==> src/rtl/i2c_rr_pkg.sv <==
package i2c_rr_pkg;

    typedef enum logic [3:0] {
        ST_IDLE,
        ST_ADDR,
        ST_ADDR_CHK,
        ST_ADDR_ACK,
        ST_WR_BYTE,
        ST_WR_CHK,
        ST_WR_ACK,
        ST_RD_BYTE,
        ST_RD_ACK,
        ST_RD_GO,
        ST_IGNORE
    } rr_state_e;

endpackage

==> src/rtl/i2c_rr_sync.sv <==
module i2c_rr_sync #(
    parameter int STAGES = 2
) (
    input  logic clk,
    input  logic rst_n,
    input  logic scl_i,
    input  logic sda_i,
    output logic scl_s,
    output logic sda_s,
    output logic scl_rise,
    output logic scl_fall,
    output logic start_seen,
    output logic stop_seen
);
    localparam int PW = STAGES + 1;

    logic [PW-1:0] scl_pipe_q;
    logic [PW-1:0] sda_pipe_q;
    logic          scl_p;
    logic          sda_p;

    always_ff @(posedge clk or negedge rst_n) begin
        if (!rst_n) begin
            scl_pipe_q <= '1;
            sda_pipe_q <= '1;
        end else begin
            scl_pipe_q <= {scl_pipe_q[PW-2:0], scl_i};
            sda_pipe_q <= {sda_pipe_q[PW-2:0], sda_i};
        end
    end

    // Synchronized level and its one-clock-older copy
    assign scl_s = scl_pipe_q[STAGES-1];
    assign sda_s = sda_pipe_q[STAGES-1];
    assign scl_p = scl_pipe_q[STAGES];
    assign sda_p = sda_pipe_q[STAGES];

    assign scl_rise   = scl_s & ~scl_p;
    assign scl_fall   = ~scl_s & scl_p;
    assign start_seen = scl_s & scl_p & sda_p & ~sda_s;
    assign stop_seen  = scl_s & scl_p & ~sda_p & sda_s;

endmodule

==> src/rtl/i2c_rr_txsel.sv <==
module i2c_rr_txsel #(
    parameter int DATA_W = 16
) (
    input  logic              need_latch,
    input  logic [DATA_W-1:0] pair_q,
    input  logic [DATA_W-1:0] rdata,
    input  logic              wide,
    output logic [7:0]        tx_byte,
    output logic [DATA_W-1:0] pair_next,
    output logic              need_next
);
    localparam int HI_LSB = DATA_W - 8;

    always_comb begin
        if (need_latch) begin
            // Fresh sample: wide sends the high byte now, keeps the rest
            tx_byte   = wide ? rdata[HI_LSB +: 8] : rdata[7:0];
            pair_next = rdata;
            need_next = ~wide;
        end else begin
            tx_byte   = pair_q[7:0];
            pair_next = pair_q;
            need_next = 1'b1;
        end
    end

endmodule

==> src/rtl/i2c_regread_slave.sv <==
module i2c_regread_slave
    import i2c_rr_pkg::*;
#(
    parameter logic [6:0] SLV_ADDR    = 7'h2C,
    parameter int         PTR_W       = 8,
    parameter int         DATA_W      = 16,
    parameter int         SYNC_STAGES = 2
) (
    input  logic              clk,
    input  logic              rst_n,
    input  logic              scl_i,
    input  logic              sda_i,
    output logic              sda_oe,
    output logic [PTR_W-1:0]  reg_addr,
    input  logic [DATA_W-1:0] reg_rdata,
    input  logic              reg_wide,
    output logic              reg_we,
    output logic [7:0]        reg_wdata
);
    localparam int BIT_W = 3;
    localparam logic [BIT_W-1:0] LAST_BIT = 3'd7;

    typedef struct packed {
        rr_state_e         st;
        logic [BIT_W-1:0]  cnt;
        logic [7:0]        sr;
        logic              rd;
        logic              first_wr;
        logic [PTR_W-1:0]  ptr;
        logic [DATA_W-1:0] pair;
        logic              need;
        logic              mack;
        logic              oe;
        logic              we;
        logic [7:0]        wdata;
    } core_t;

    core_t q, d;

    logic scl_s, sda_s, scl_rise, scl_fall, start_seen, stop_seen;
    logic [7:0]        tx_byte;
    logic [DATA_W-1:0] pair_next;
    logic              need_next;
    rr_state_e         state_w;

    i2c_rr_sync #(.STAGES(SYNC_STAGES)) u_sync (
        .clk        (clk),
        .rst_n      (rst_n),
        .scl_i      (scl_i),
        .sda_i      (sda_i),
        .scl_s      (scl_s),
        .sda_s      (sda_s),
        .scl_rise   (scl_rise),
        .scl_fall   (scl_fall),
        .start_seen (start_seen),
        .stop_seen  (stop_seen)
    );

    i2c_rr_txsel #(.DATA_W(DATA_W)) u_txsel (
        .need_latch (q.need),
        .pair_q     (q.pair),
        .rdata      (reg_rdata),
        .wide       (reg_wide),
        .tx_byte    (tx_byte),
        .pair_next  (pair_next),
        .need_next  (need_next)
    );

    always_comb begin
        d    = q;
        d.we = 1'b0;
        if (start_seen) begin
            d.st  = ST_ADDR;
            d.cnt = '0;
            d.oe  = 1'b0;
        end else if (stop_seen) begin
            d.st = ST_IDLE;
            d.oe = 1'b0;
        end else begin
            unique case (q.st)
                ST_ADDR, ST_WR_BYTE: begin
                    if (scl_rise) begin
                        d.sr  = {q.sr[6:0], sda_s};
                        d.cnt = q.cnt + 3'd1;
                        if (q.cnt == LAST_BIT)
                            d.st = (q.st == ST_ADDR) ? ST_ADDR_CHK : ST_WR_CHK;
                    end
                end
                ST_ADDR_CHK: begin
                    if (scl_fall) begin
                        if (q.sr[7:1] == SLV_ADDR) begin
                            d.oe       = 1'b1;
                            d.rd       = q.sr[0];
                            d.first_wr = 1'b1;
                            d.need     = 1'b1;
                            d.st       = ST_ADDR_ACK;
                        end else begin
                            d.st = ST_IGNORE;
                        end
                    end
                end
                ST_ADDR_ACK, ST_RD_GO: begin
                    if (scl_fall) begin
                        d.cnt = '0;
                        if ((q.st == ST_ADDR_ACK && q.rd) || (q.st == ST_RD_GO && q.mack)) begin
                            d.sr   = tx_byte;
                            d.pair = pair_next;
                            d.need = need_next;
                            d.oe   = ~tx_byte[7];
                            d.st   = ST_RD_BYTE;
                        end else if (q.st == ST_ADDR_ACK) begin
                            d.oe = 1'b0;
                            d.st = ST_WR_BYTE;
                        end else begin
                            d.oe = 1'b0;
                            d.st = ST_IGNORE;
                        end
                    end
                end
                ST_WR_CHK: begin
                    if (scl_fall) begin
                        d.oe = 1'b1;
                        d.st = ST_WR_ACK;
                        if (q.first_wr) begin
                            d.ptr      = q.sr[PTR_W-1:0];
                            d.first_wr = 1'b0;
                        end else begin
                            d.we    = 1'b1;
                            d.wdata = q.sr;
                        end
                    end
                end
                ST_WR_ACK: begin
                    if (scl_fall) begin
                        d.oe  = 1'b0;
                        d.cnt = '0;
                        d.st  = ST_WR_BYTE;
                    end
                end
                ST_RD_BYTE: begin
                    if (scl_fall) begin
                        d.cnt = q.cnt + 3'd1;
                        if (q.cnt == LAST_BIT) begin
                            d.oe = 1'b0;
                            d.st = ST_RD_ACK;
                        end else begin
                            d.sr = {q.sr[6:0], 1'b0};
                            d.oe = ~q.sr[6];
                        end
                    end
                end
                ST_RD_ACK: begin
                    if (scl_rise) begin
                        d.mack = ~sda_s;
                        d.st   = ST_RD_GO;
                    end
                end
                default: ;
            endcase
        end
    end

    always_ff @(posedge clk or negedge rst_n) begin
        if (!rst_n) q <= '0;
        else        q <= d;
    end

    assign sda_oe    = q.oe;
    assign reg_addr  = q.ptr;
    assign reg_we    = q.we;
    assign reg_wdata = q.wdata;
    assign state_w   = q.st;

endmodule

==> config.mk <==
export PLATFORM = sky130hd
export DESIGN_NAME = i2c_regread_slave
export DESIGN_NICKNAME = d
export VERILOG_FILES = /design/src/rtl/i2c_rr_pkg.sv /design/src/rtl/i2c_rr_sync.sv /design/src/rtl/i2c_rr_txsel.sv /design/src/rtl/i2c_regread_slave.sv
export SDC_FILE = /design/constraint.sdc
export NUM_CORES = 1
export LEC_CHECK = 0
export ABC_AREA = 1
export BUFFER_PORTS_ARGS = -buffer_cell sky130_fd_sc_hd__buf_2
export CORE_AREA = 5 5 79 81
export CTS_BUF_LIST = sky130_fd_sc_hd__clkbuf_2
export CTS_CLUSTER_SIZE = 16
export DETAILED_ROUTE_END_ITERATION = 16
export DIE_AREA = 0 0 84 86
export PLACE_DENSITY = 0.86
export SETUP_SLACK_MARGIN = 0.1
export SYNTH_ARGS = -nofsm -noshare
export SYNTH_HDL_FRONTEND = slang
export SYNTH_HIERARCHICAL = 1
export SYNTH_SLANG_ARGS = --single-unit
==> constraint.sdc <==
create_clock -name clk -period 3.54 [get_ports clk]
set_clock_uncertainty 0.05 [all_clocks]
set_input_delay 0.354 -clock clk [delete_from_list [all_inputs] [get_ports clk]]
set_output_delay 0.354 -clock clk [all_outputs]
set_load 0.01 [all_outputs]
==> impl_metrics.csv, run 1 <==
group,metric,value,unit
cts,cts_max_path_buffers,2,
die,pin_count,39,
die,start_util,56.5,%
cts,cts_tree,"yes",
power_and_ir_drop,switching_share,49.0,%
global_route,grt_first_pass_wirelength,11.7,mm
worst_setup_path,worst_setup_path_start_kind,"register",
run_status,status,"complete, no violations",
die,fp.dieH,86,um
sta,setup_viol,0,
power_and_ir_drop,p_per_area,734,nW/um2
worst_setup_path,cp_max_fo,16,
synthesis,synthCells,421,
cells_and_area,postLayoutCellArea,3210,um2
power_and_ir_drop,leakage,1.79,nW
sta,worst_hold_slack,0.166,ns
cells_and_area,final_cells,516,
global_route,gr-usage-all-layers,19.8,%
die,rows,27,
global_route,overflow,0,
cells_and_area,diodes,0,
routing,dr.first_iter.drc_count,218,
sta,totalNegativeSetupSlack,0,ns
sta,max-slew-margin-rel,63.1,%
power_and_ir_drop,switching_power,0.00115,W
power_and_ir_drop,p_seq_share,37.7,%
placed_design,gp_congestion,0.921,
sta,fmax,465,MHz
cts,cts_root_buffer,"clkbuf_2",
cts,clkTransAtPathRegs,0.29,ns
cts,htreeDepth,2,
global_route,grt_pass1_vias,2665,
cells_and_area,area_delta_synth_final,5.17,%
routing,wl,6.63,mm
sta,rsz0062_at_grt,"no",
routing,final_antenna_net_count,0,
global_route,grt_start_max_net_pins,33,
routing,vias,2672,
cts,cts_made_buffers,5,
cts,cts.sinks,51,
placed_design,dp_cells,505,
routing,firstDrtPassIters,4,
synthesis,synth.avg_cell_area,7.25,um2
hold_path,hold_class,"in -> reg",
routing,routedWlPerCell,12.8,um
flow_run,max_cap_violations,0,
cells_and_area,final_layout_size_suffix_gt1_share,18.7,%
worst_setup_path,crit_arrival,2.51,ns
sta,finalCriticalPeriod,2.15,ns
power_and_ir_drop,p_clk_share,11.4,%
die,die-width,84,um
synthesis,syn_area,3050,um2
power_and_ir_drop,ir_drop,0.323,mV
sta,tightest_slew,0.551,ns
sta,period_share,60.8,%
placed_design,dp_slack,1.39,ns
worst_setup_path,endpoint_kind,"register",
sta,drv_slew,0,
placed_design,portBuffers,38,
sta,setup_ws,1.39,ns
worst_setup_path,cp.required,3.89,ns
synthesis,syn_nets,444,
power_and_ir_drop,intPower,0.00120,W
global_route,antenna_found_initial,0,
cts,clk_latency,0.47,ns
die,coreArea,5410,um2
die,die-area,7220,um2
routing,routed_via_density,5.18,
routing,drcViolationCount,0,
placed_design,dp_hpwl,5.00,mm
synthesis,yosys_warnings,6,
worst_setup_path,worstSetupPathType,"reg -> reg",
cells_and_area,finalNetCount,466,
power_and_ir_drop,pwr-share-comb,50.9,%
placed_design,placed_area,3130,um2
sta,hold_viol_final,0,
## sequential cells by signal, indices dropped and copies added (netlist names)
signal             count
u_sync/scl_pipe_q      3
reg_wdata              8
sda_oe                 1
reg_addr               8
q                     23
reg_we                 1
state_w                4
u_sync/sda_pipe_q      3
## layer usage
layer	GRT usage [%]	share of wire (%)
met5	0	0
met4	8.33	2.0
met3	5.19	6.3
met2	32.0	46
met1	25.3	46
## power by group through the flow
stage / logic (W) / registers [W] / clock network, W
floorplan: 0.00102 / 0.000855 / 0
global placement: 0.00116 / 0.000890 / 0
detailed placement: 0.00119 / 0.000897 / 0
CTS: 0.00119 / 0.000886 / 0.000273
global route: 0.00138 / 0.000906 / 0.000301
finish: 0.00120 / 0.000888 / 0.000267
## layout by cell type (no fill, tap or decap), types with 2 or more instances in the layout
master	count
nand3_1	32
nor2_8	2
dfrtp_1	45
ha_1	2
o21ai_1	12
nor2_2	4
inv_2	5
o21ai_0	20
dfstp_2	6
nand2_1	169
nand2_4	3
nor2_1	27
nand2_2	7
clkbuf_2	5
buf_2	38
nor2_4	5
nor3_1	2
a21oi_1	5
a31oi_1	2
inv_1	37
inv_6	2
dlygate4sd3_1	3
## cell type report
type	instances	area, um2
clock buffer	5	25.0
clock inverter	3	27.5
fill	495	2200
inverter	43	166
multi-input combinational	300	1390
sequential	51	1280
tap	72	90.1
timing repair buffer	42	228
## metrics by stage
step           total power (W)  util (%)
2_1_floorplan          0.00187         -
3_3_place_gp           0.00205      57.8
3_5_place_dp           0.00209      57.8
4_1_cts                0.00235      59.4
5_1_grt                0.00259      59.4
6_report               0.00236      59.4
## worst max-delay path, cell delays in order, from the launching register on
cell and delay (ns):
dfstp_2 0.60, inv_1 0.04, nor2_1 0.31, inv_1 0.17
nor2_4 0.18, nand3_1 0.41, o21ai_0 0.35
## path summary, 6_finish.rpt
| check | end | start | cells past startpoint | slack (ns) |
|---|---|---|---|---|
| worst min register to register | u_sync/scl_pipe_q[1] | u_sync/scl_pipe_q[0] | 0 | 0.33 |
| max in group asynchronous | u_sync/scl_pipe_q[1] | rst_n | 3 | 2.36 |
| min in group asynchronous | reg_wdata[3] | rst_n | 2 | 0.26 |
| worst min-delay path | q[15] | reg_rdata[3] | 5 | 0.17 |
| worst max register to register | reg_addr[1] | u_sync/scl_pipe_q[2] | 6 | 1.39 |
| worst max-delay path | reg_addr[1] | u_sync/scl_pipe_q[2] | 6 | 1.39 |
## what timing repair did
| action | in CTS | in global routing |
|---|---|---|
| hold endpoints to repair | 23 | 0 |
| hold buffers | 3 | 0 |
| buffers inserted | 0 | 0 |
| gates resized for setup | 0 | 0 |
Note: power is estimated with default switching activity, not from simulation.
==> inputs of run 2 (changes only) <==
Settings changed: ABC_AREA 1 to 0, CORE_AREA 5 5 79 81 to 5 5 87 89, DIE_AREA 0 0 84 86 to 0 0 92 94, PLACE_DENSITY 0.86 to 0.76.
Clock period 3.54 ns to 1.7 ns, I/O delays scaled along.
==> impl_metrics.csv, run 2 <==
group,metric,value,unit
run_status,status,"finished, violations left",
run_status,violations,"setup timing",
sta,totalNegativeSetupSlack,-13.86,ns
worst_setup_path,endpoint_kind,"register",
synthesis,synthCells,288,
cells_and_area,largest_register_ffs,23,
sta,rsz0062_at_grt,"yes",
placed_design,gp_congestion,0.927,
sta,period_share,129,%
sta,setup_viol,44,
routing,vias,2574,
die,die-width,92,um
global_route,overflow,0,
worst_setup_path,r2r-start,"u_sync/sda_pipe_q[1]",
worst_setup_path,critical_path.endpoint,"q[38]",
global_route,grt_start_max_net_pins,32,
worst_setup_path,reg2reg_to,"q[38]",
worst_setup_path,worst_setup_path_start_kind,"register",
sta,fmax,456,MHz
synthesis,syn_nets,311,
placed_design,placed_area,3840,um2
cts,cts_made_buffers,5,
routing,wl,8.01,mm
power_and_ir_drop,leakage,2.12,nW
routing,routed_via_density,5.46,
worst_setup_path,r2r_setup_slack,-0.49,ns
hold_path,hold_class,"in -> reg",
cts,htreeDepth,2,
cells_and_area,fill_cells,490,
worst_setup_path,r2r_cells,6,
sta,max-slew-margin-rel,63.8,%
worst_setup_path,cp_max_fo,8,
cells_and_area,finalNetCount,413,
synthesis,synth.avg_cell_area,10.8,um2
worst_setup_path,cp.required,2.00,ns
global_route,antenna_found_initial,0,
power_and_ir_drop,finalPower,0.00625,W
worst_setup_path,crit_start,"u_sync/sda_pipe_q[1]",
flow_run,max_cap_violations,0,
cells_and_area,postLayoutCellArea,4370,um2
die,start_util,46.6,%
sta,hold_viol_final,0,
worst_setup_path,cp_cell_sequence,"and4b_1 -> or2_4 -> a41o_1 -> a2111oi_4 -> buf_6 -> mux2_2",
die,coreArea,6680,um2
routing,dr.first_iter.drc_count,114,
cts,clkTransAtPathRegs,0.29,ns
die,rows,30,
sta,setup_ws,-0.492,ns
worst_setup_path,crit_arrival,2.50,ns
cells_and_area,diodes,0,
die,fp.dieH,94,um
sta,tightest_slew,0.538,ns
synthesis,yosys_warnings,6,
cts,cts_root_buffer,"clkbuf_2",
cts,cts_max_path_buffers,2,
cts,cts.sinks,51,
worst_setup_path,max_stage_delay,0.59,ns
placed_design,portBuffers,38,
cells_and_area,final_cell_mix,"buf_4, dfrtp_1, buf_2, mux2_4, mux2_2",
power_and_ir_drop,p_per_area,1430,nW/um2
synthesis,syn_area,3120,um2
power_and_ir_drop,ir_drop,0.975,mV
cts,cts_tree,"yes",
cts,clk_latency,0.44,ns
worst_setup_path,crit_slowest_cell,"dfstp_2",
sta,drv_slew,0,
cells_and_area,largest_register,"q",
routing,routedWlPerCell,17.0,um
cells_and_area,final_layout_size_suffix_gt1_share,60.6,%
cells_and_area,area_delta_synth_final,40.2,%
routing,firstDrtPassIters,4,
cells_and_area,layout_commonest_cell,"buf_4",
global_route,gr-usage-all-layers,18.8,%
die,die-area,8650,um2
worst_setup_path,worstSetupPathType,"reg -> reg",
sta,finalCriticalPeriod,2.19,ns
routing,drcViolationCount,0,
routing,final_antenna_net_count,0,
die,pin_count,39,
placed_design,dp_hpwl,5.71,mm
global_route,grt_pass1_vias,2651,
global_route,grt_first_pass_wirelength,12.9,mm
-- run 2: cell count changes in the layout (fill, tap and decap cells not counted), moves of 15 or more --
cell / before / now
mux2_2: 0 / 20
nand3_1: 32 / 0
mux2_4: 0 / 27
buf_4: 1 / 70
mux2i_1: 0 / 15
nand2_1: 169 / 11
inv_1: 37 / 10
-- run 2: final cells by class --
| type | instances | area [um2] | area share [%] |
|---|---|---|---|
| multi-input combinational | 192 | 1900 | 43.5 |
| sequential | 51 | 1290 | 29.5 |
| timing repair buffer | 129 | 985 | 22.5 |
| tap | 80 | 100 | 2.29 |
| inverter | 11 | 41.3 | 0.945 |
| clock inverter | 3 | 28.8 | 0.658 |
| clock buffer | 5 | 25.0 | 0.573 |
-- run 2: stage by stage --
stage / cells / setup WS (ns) / utilization, % / hold slack (ns)
6_report: 471 / -0.492 / 65.4 / 0.0325
5_1_grt: 471 / -0.500 / 65.4 / 0.00281
4_1_cts: 465 / -0.468 / 63.5 / 0.0132
3_5_place_dp: 442 / -0.491 / 57.4 / 0.129
3_3_place_gp: 442 / -0.408 / 57.4 / 0.110
2_1_floorplan: 288 / -0.648 / - / -0.176
-- run 2: worst min-delay path by stage --
stage / from / endpoint / slack (ns) / cells after the start
floorplan: rst_n / q[10] / -0.18 / 0
global placement: rst_n / q[16] / 0.11 / 1
detailed placement: rst_n / q[16] / 0.13 / 1
CTS: reg_rdata[4] / q[16] / 0.01 / 3
global route: reg_rdata[4] / q[16] / 0.003 / 3
finish: reg_rdata[4] / q[16] / 0.03 / 3
-- run 2: what timing repair did --
action / in CTS / in global routing
endpoints found under the setup margin: 45 / 45
cloned: 1 / 0
hold buffers: 3 / 1
pin swaps: 18 / 16
gates resized for setup: 48 / 19
endpoints found under the hold margin: 24 / 1
setup buffers: 12 / 6
-- run 2: worst max-delay path: cells and delay by family (launching register included) --
family                 cells  cell delay (ns)
DFF                        1             0.59
AOI/OAI and AO/OA          2             0.47
and+or+nand+nor            2             0.45
muxes                      1             0.33
buffers and inverters      1             0.20
-- run 2: report_power, final --
| part | total (W) | switching [W] | internal (W) |
|---|---|---|---|
| Sequential | 0.00183 | 0.000260 | 0.00157 |
| Clock | 0.000547 | 0.000427 | 0.000120 |
| Combinational | 0.00387 | 0.00174 | 0.00213 |
-- run 2: routing by layer --
layer | track usage, % | vias up | part of all wire (%)
met5 | 0 | - | 0
met3 | 3.45 | 14 | 3.8
met2 | 34.4 | 58 | 53
met1 | 22.2 | 1267 | 41
met4 | 5.69 | 0 | 1.8
li1 | - | 1235 | -
==> inputs of run 3 (changes only) <==
Clock period 1.7 ns to 1.8 ns, I/O delays scaled along.
==> impl_metrics.csv, run 3 (synthesis gave the netlist of run 2 again) <==
group,metric,value,unit
power_and_ir_drop,p_clk_share,8.7,%
die,die-width,92,um
placed_design,dp_cells,434,
cts,cts_tree,"yes",
worst_setup_path,crit_start,"u_sync/sda_pipe_q[1]",
routing,drcViolationCount,0,
flow_run,max_cap_violations,0,
worst_setup_path,worst_setup_path_start_kind,"register",
sta,tightest_slew,0.520,ns
worst_setup_path,endpoint_kind,"register",
global_route,grt_first_pass_wirelength,13.1,mm
sta,setup_viol,40,
global_route,grt_start_max_net_pins,33,
routing,dr.first_iter.drc_count,102,
cts,clk_latency,0.45,ns
cts,cts_root_buffer,"clkbuf_2",
cells_and_area,area_delta_synth_final,39.0,%
sta,max-slew-margin-rel,65.0,%
routing,final_antenna_net_count,0,
worst_setup_path,path_buf_inv,1,
cells_and_area,multi_input_area,1940,um2
cells_and_area,largest_register,"q",
worst_setup_path,cp_max_fo,8,
die,pin_count,39,
die,rows,30,
cells_and_area,largest_register_ffs,23,
power_and_ir_drop,switching_power,0.00246,W
worst_setup_path,max_stage_delay,0.60,ns
cells_and_area,ff_latch_area,1290,um2
power_and_ir_drop,pwr-share-comb,63.0,%
cts,cts.sinks,51,
sta,period_share,121,%
worst_setup_path,crit_slowest_cell,"dfstp_2",
cells_and_area,layout_commonest_cell,"buf_4",
worst_setup_path,critPathTopFamily,"flip-flops",
die,fp.dieH,94,um
run_status,violations,"setup timing",
placed_design,dp_hpwl,5.67,mm
sta,totalNegativeSetupSlack,-8.45,ns
cts,clkTransAtPathRegs,0.28,ns
sta,fmax,460,MHz
routing,routed_via_density,5.58,
routing,firstDrtPassIters,4,
placed_design,dp_slack,-0.329,ns
cts,htreeDepth,2,
power_and_ir_drop,leakage,2.08,nW
routing,vias,2563,
worst_setup_path,cp.required,2.11,ns
die,start_util,46.6,%
worst_setup_path,r2r-start,"u_sync/sda_pipe_q[1]",
power_and_ir_drop,p_per_area,1420,nW/um2
hold_path,hold_start,"reg_rdata[2]",
routing,routedWlPerCell,18.7,um
global_route,overflow,0,
routing,wl,8.60,mm
sta,drv_slew,0,
die,coreArea,6680,um2
hold_path,hold_class,"in -> reg",
global_route,antenna_found_initial,0,
cells_and_area,fill_cells,520,
cells_and_area,diodes,0,
sta,setup_ws,-0.376,ns
global_route,gr-usage-all-layers,19.1,%
power_and_ir_drop,p_seq_share,28.3,%
power_and_ir_drop,intPower,0.00368,W
die,die-area,8650,um2
sta,hold_viol_final,0,
cells_and_area,post-route-util,64.8,%
cts,cts_max_path_buffers,2,
power_and_ir_drop,ir_drop,1.21,mV
power_and_ir_drop,switching_share,40.0,%
sta,rsz0062_at_grt,"yes",
cells_and_area,final_cell_mix,"buf_4, dfrtp_1, buf_2, mux2_4, a21oi_1",
cells_and_area,finalNetCount,401,
placed_design,gp_congestion,0.905,
global_route,grt_pass1_vias,2621,
sta,finalCriticalPeriod,2.18,ns
run_status,status,"finished, violations left",
cells_and_area,final_cells,459,
placed_design,portBuffers,38,
power_and_ir_drop,finalPower,0.00613,W
worst_setup_path,crit_arrival,2.48,ns
worst_setup_path,worstSetupPathType,"reg -> reg",
cts,cts_made_buffers,5,
cells_and_area,final_layout_size_suffix_gt1_share,60.4,%
worst_setup_path,cp_cell_sequence,"and4b_1 -> or2_4 -> a41o_1 -> a2111oi_4 -> buf_6 -> mux2_4",
==> run 3: worst paths after layout <==
kind | to | slack, ns | cells past startpoint
min in group asynchronous | state_w[1] | 0.13 | 2
worst max register to register | q[40] | -0.38 | 6
worst max-delay path | q[40] | -0.38 | 6
max in group asynchronous | reg_addr[0] | 1.02 | 3
worst min register to register | u_sync/scl_pipe_q[1] | 0.33 | 0
worst min-delay path | q[14] | 0.04 | 3
==> run 3: final cells by class <==
cell class	count	share of cell area (%)
flip-flops and latches	51	29.7
multi-input cells	192	44.8
clock inverters	3	0.664
well taps	80	2.31
repair buffers	117	20.9
inverters	11	1.10
clock buffers	5	0.578
==> run 3: layer usage <==
metal	GRT usage (%)	routed length (um)	vias to the layer above	part of all wire [%]
met4	6.31	151	0	1.8
met5	0	0	-	0
li1	-	-	1208	-
met3	3.45	296	17	3.4
met1	23.8	3720	1273	43
met2	33.4	4430	65	52
==> run 3: timing repair <==
action / in CTS / in global routing
pin swaps: 18 / 14
buffers inserted: 10 / 7
cloned: 1 / 0
hold buffers: 3 / 0
resized for setup: 40 / 40
endpoints found under the hold margin: 40 / 0
setup endpoints to repair: 44 / 45
==> run 3: worst min-delay path, delay by kind of cell <==
family | cells | cell delay (ns)
mux | 2 | 0.25
buf+inv | 1 | 0.09
==> run 3: stage by stage <==
step           instance area (um2)  hold slack [ns]
2_1_floorplan                 3270           -0.166
3_3_place_gp                  3780            0.126
3_5_place_dp                  3780            0.132
4_1_cts                       4130           0.0205
5_1_grt                       4330         -0.00194
6_report                      4330           0.0428
==> run 3: power groups by stage <==
stage / combinational [W] / clock [W] / sequential, W
global placement: 0.00296 / 0 / 0.00172
floorplan: 0.00205 / 0 / 0.00169
detailed placement: 0.00302 / 0 / 0.00174
global route: 0.00410 / 0.000605 / 0.00177
finish: 0.00386 / 0.000534 / 0.00174
CTS: 0.00336 / 0.000551 / 0.00171
